==> src/rtl/idm_table.sv <==
// Direct-mapped table: one occupancy bit and one payload per key.
module idm_table #(
  parameter int KEY_W = 5,
  parameter int PAY_W = 32,
  localparam int DEPTH = 1 << KEY_W
) (
  input  logic             clk,
  input  logic             rst,
  input  logic             wr_en,
  input  logic [KEY_W-1:0] wr_key,
  input  logic [PAY_W-1:0] wr_pay,
  input  logic             clr_en,
  input  logic [KEY_W-1:0] clr_key,
  input  logic [KEY_W-1:0] rda_key,
  output logic             rda_valid,
  output logic [PAY_W-1:0] rda_pay,
  input  logic [KEY_W-1:0] rdb_key,
  output logic             rdb_valid,
  output logic [DEPTH-1:0] valid_vec
);

  logic [DEPTH-1:0] occ;
  logic [PAY_W-1:0] pay_mem [DEPTH];

  // Release first, then store: a same-key store leaves the entry occupied.
  always_ff @(posedge clk) begin
    if (rst) begin
      occ <= '0;
    end else begin
      if (clr_en) occ[clr_key] <= 1'b0;
      if (wr_en)  occ[wr_key]  <= 1'b1;
    end
  end

  always_ff @(posedge clk) begin
    if (wr_en) pay_mem[wr_key] <= wr_pay;
  end

  assign rda_valid = occ[rda_key];
  assign rda_pay   = pay_mem[rda_key];
  assign rdb_valid = occ[rdb_key];
  assign valid_vec = occ;

endmodule

==> config.mk <==
export PLATFORM = sky130hd
export DESIGN_NAME = idm_table
export DESIGN_NICKNAME = d
export VERILOG_FILES = /design/src/rtl/idm_table.sv
export SDC_FILE = /design/constraint.sdc
export NUM_CORES = 1
export LEC_CHECK = 0
export ABC_AREA = 1
export BUFFER_PORTS_ARGS = -buffer_cell sky130_fd_sc_hd__clkbuf_2
export CAP_MARGIN = 20
export CORE_UTILIZATION = 50
export CTS_BUF_LIST = sky130_fd_sc_hd__clkbuf_16
export DETAILED_ROUTE_END_ITERATION = 10
export GPL_ROUTABILITY_DRIVEN = 1
export PLACE_DENSITY = 0.71
export SYNTH_ARGS = -nofsm -noshare
export SYNTH_HDL_FRONTEND = slang
export SYNTH_SLANG_ARGS = --single-unit
==> constraint.sdc <==
create_clock -name clk -period 3 [get_ports clk]
set_input_delay 0.15 -clock clk [delete_from_list [all_inputs] [get_ports clk]]
set_output_delay 0.15 -clock clk [all_outputs]
set_load 0.01 [all_outputs]
**Word level (Yosys, flattened, before mapping)**

Memory sizes are Yosys's and may differ from the RTL's.
Index checks and enable logic that the tools add are counted.
W data, S select, Z words.

- Bitwise logic cells: 3
- Div/mod/pow operators: 0
- Reductions and logical operators: 2
- Multipliers: 0
- Add/subtract/negate cells: 0
- Order comparisons: 6
- Shifts and indexed selects: 0
- Equal/unequal tests: 0
- Muxes and demuxes: 13

Operators with widths:

| kind | count |
|---|---|
| $mux W32 | 3 |
| $and A32 B32 Y32 | 1 |
| $not A32 Y32 | 1 |
| $or A32 B32 Y32 | 1 |
| $lt A5 B6 Y1 const B | 4 |
| $bmux W1 S5 | 2 |
| $demux W1 S5 | 2 |
| $ge A5 B1 Y1 const B | 2 |
| $mux W1 | 6 |
| $logic_and A1 B1 Y1 | 2 |

- ROM bits: 0
- Memories kept: 1
- Bits of input ports: 56
- Output and inout bits: 66
- Word-level logic and storage cells: 26
- Register bits: 32
- Latch bits: 0
- Memory bits (writable): 1024

Memory list:

| memory | depth | width | rd ports | clocked after Yosys merged registers in | wr ports | line | RTL |
|---|---|---|---|---|---|---|---|
| pay_mem | 32 | 32 | 1 | 0 | 1 | 23 | `logic [PAY_W-1:0] pay_mem [DEPTH];` |

**Logic depth before layout (Yosys ltp)**

- Word-level depth: 10
- Depth in mapped cells: 12

**Least setup slack after synthesis**

Ideal clock, no wire load.

- Path type: input to register
- Start point: input port wr_en
- End point: memory pay_mem[15][0], enable pin
- Setup time: 0.387 ns
- Path slack: 1.115 ns
- Data required time: 2.613 ns
- Arrival time: 1.499 ns
- Buffers on the path: 0
- Stages on the path: 4
- Path through: inv_1 -> nor3_1 -> nand2_1 -> inv_1

- Cells in the longest elaborated chain, start to end: 2

RTL lines:

| element | line | RTL |
|---|---|---|
| start: declaration | 9 | `input logic wr_en,` |
| $mux W1 | 36 | `if (wr_en) pay_mem[wr_key] <= wr_pay;` |
| $mux W1 (not written as such) | 36 |  |
| end: declaration | 23 |  |

Every way passes these cells.

**Worst setup path in the final report**

- Start point: input port wr_key[3]
- End point: register occ[9], in the netlist valid_vec[9]

- Cells in the longest elaborated chain, start to end: 6
- Elaborated cells between the ends (all ways): 7
- Those cells by class: order compare: 2; mux: 3; bitwise: 1; reduce/logical: 1

RTL lines:

| element | line | RTL |
|---|---|---|
| start: declaration | 10 | `input logic [KEY_W-1:0] wr_key,` |
| $lt A5 B6 Y1 (not written as such) or $ge A5 B1 Y1 (tied branches) | 31 | `if (wr_en) occ[wr_key] <= 1'b1;` |
| $logic_and A1 B1 Y1 (not written as such) | 31 |  |
| $mux W1 (not written as such) | 31 |  |
| $demux W1 S5 (*) | 31 |  |
| $or A32 B32 Y32 (no line) (*) | n/a |  |
| $mux W32 (*) | 31 |  |
| end signal: assignment | 28 | `occ <= '0;` |
| end signal: indexed assignment | 30 | `if (clr_en) occ[clr_key] <= 1'b0;` |
| end signal: indexed assignment | 31 |  |
| end: declaration | 22 | `logic [DEPTH-1:0] occ;` |

Mark *: on every way between the ends. The rest lies on a longest branch, timed or not.
A chain may end at the register's enable or synchronous reset.

==> results.cfg <==
[route]
routed_wl_um = 119000
drc_errors = 0
first_iter_violations = 3470
drtAntennaViolNets = 0
avgRoutedWirePerCell_um = 23.1
viasPerCell = 5.74
vias = 29600
drtPass1Iterations = 6

[timing]
finalCritPeriodShare = 0.830
finalWorstPathRequiredPeriod_ps = 2490
rsz0062_at_grt = no
fin_worst_skew_ps = 0
hold_violations = 0
setup_tns_ps = 0
maxSlewHeadroom = 0.457
worst_pin_slew_ps = 815
setup_viol = 0
max_freq_mhz = 401
hold_ws_ps = 74.3
slew_violations = 0

[synth]
ys_warn_count = 0
avgSynthCellArea_um2 = 11.4
synth_nets = 3863
synthCells = 3807
synth-seq-area-share = 0.721
post_synth_num_cell_types = 18
syn_area_um2 = 43500
synth-seq-cells = 1056

[worst_setup_path]
slowest_stage = dlygate4sd3_1
required_ps = 3620
cp_max_fo = 5
cp.arrival_ps = 3120
cpPeakStageDelay_ps = 650
path_cells = dlygate4sd3_1, clkbuf_2, inv_1, nor3_1, dlygate4sd3_1, nand2_1, dlygate4sd3_1, a21oi_1, dlygate4sd3_1
crit_buf_inv = 6
worst_path_most_repeated_cell = dlygate4sd3_1
crit_family = buffers and inverters
critPathLaunchType = input port
reg2reg_depth = 3
critPathLaunch = wr_key[3]
endpoint = valid_vec[9]
rrSetupSlack_ps = 1650
r2r-end = valid_vec[5]
path_depth = 9
end_kind = register
r2r_start = valid_vec[5]
crit_type = in2reg

[cts]
insertion_delay_ps = 680
cts_root_buf = clkbuf_16
cts_buffers = 105
postCtsSetupBuffers = 0
cts_tree = built
htree_levels = 3
clock_sinks = 1056
clockBufferDepth = 3
cts.reportedPaths.clkPinSlew_ps = 60

[grt]
grt-busiest-layer = met2
grt_max_degree = 137
antenna_found_initial = 2
overflow = 0
grt_pass1_wl_um = 177000
grt_use_met1 = 0.364
met2_usage = 0.434
grt_usage = 0.266
grt.met3_usage = 0.0377
grt_pass1_vias = 28100

[worst_hold_path]
hp-class = in2reg

[placed_design]
post-dp-hpwl_um = 64000
portBuffers = 121
placedCellCount = 4946
gp_congestion = 0.878

[floorplan]
die_area_um2 = 88300
start_util = 0.508
fp.dieW_um = 297
chipHeight_um = 297
rows = 107
io_pins = 122
core_um2 = 85700

[status]
status = finished clean

[flow_run]
cap_viol_max_count = 0

[finish]
fill_cells = 6864
layout_commonest_cell = nand2_1
syn_to_final_growth_pct = 12.3
drive_above_1_share = 0.101
final_cell_mix = 1,563 x nand2_1, 1,024 x edfxtp_1, 826 x nand3_1
final_cells = 5149
fin_nets = 3980

[pwr]
powerDensity_nw_per_um2 = 640
vdd_drop_max_mv = 0.571
p_leak_nw = 18.4
[cells in the mapped netlist (all sizes together)]
master / n / area [um2]
nand3: 826 / 4130
nand2: 1563 / 5870
inv: 52 / 203
nor3: 12 / 60.1
dfxtp: 32 / 641
nand3b: 1 / 7.51
buf: 218 / 1510
clkbuf: 14 / 52.6
edfxtp: 1024 / 30700
a21oi: 32 / 160
o21ai: 32 / 160
nor2: 1 / 3.75
[sequential cells by signal (all words and copies together) (netlist names)]
signal,count
valid_vec,32
pay_mem,1024
[area by class of cell]
type | count | area [um2] | area share
multi-input cells | 2467 | 10400 | 0.212
diodes | 2 | 5.00 | 0.000102
repair buffers | 242 | 2090 | 0.0428
clock inverters | 79 | 704 | 0.0144
well taps | 1144 | 1430 | 0.0293
flip-flops and latches | 1056 | 31400 | 0.642
clock buffers | 107 | 2680 | 0.0547
inverters | 52 | 225 | 0.00460
[repair_timing]
item | 4_1_cts | 5_1_grt
endpoints found under the hold margin | 28 | 0
setup endpoints to repair | 0 | 0
hold buffers | 15 | 0
gates resized for setup | 0 | 0
[per-layer routing]
metal	routed length (um)	vias to the layer above
met2	57200	1547
met1	47200	14300
li1	-	13400
met4	4290	0
met3	10200	265
met5	0	-
[report_power, final]
| part | internal, mW | switching [mW] | total, mW |
|---|---|---|---|
| clock | 7.39 | 5.49 | 12.9 |
| combinational | 0.551 | 1.50 | 2.05 |
| sequential | 16.4 | 0.0464 | 16.4 |
| total | 24.3 | 7.04 | 31.3 |
[worst min-delay path by stage]
stage | startpoint | cells past startpoint | slack [ps] | to
6_report | wr_pay[30] | 1 | 70 | pay_mem[13][30]
5_1_grt | wr_pay[30] | 1 | 110 | pay_mem[13][30]
4_1_cts | wr_pay[30] | 1 | 60 | pay_mem[13][30]
3_5_place_dp | valid_vec[29] | 2 | 520 | valid_vec[29]
3_3_place_gp | valid_vec[29] | 2 | 520 | valid_vec[29]
2_1_floorplan | rst | 1 | 220 | valid_vec[25]
[through the flow]
| stage | util | power, mW | area [um2] | setup slack, ps |
|---|---|---|---|---|
| 6_report | 0.571 | 31.3 | 48900 | 509 |
| 5_1_grt | 0.571 | 32.1 | 48900 | 347 |
| 4_1_cts | 0.571 | 31.4 | 48900 | 619 |
| 3_5_place_dp | 0.530 | 18.7 | 45400 | 664 |
| 3_3_place_gp | 0.530 | 18.7 | 45400 | 711 |
| 2_1_floorplan | - | 17.9 | 43500 | 1110 |
[cell families after synthesis]
kind of cell	synth area share
and+or+nand+nor	0.231
AOI/OAI and AO/OA	0.00735
buffers and inverters	0.0406
DFF	0.721
No activity file was read; power rests on OpenSTA's default activity.
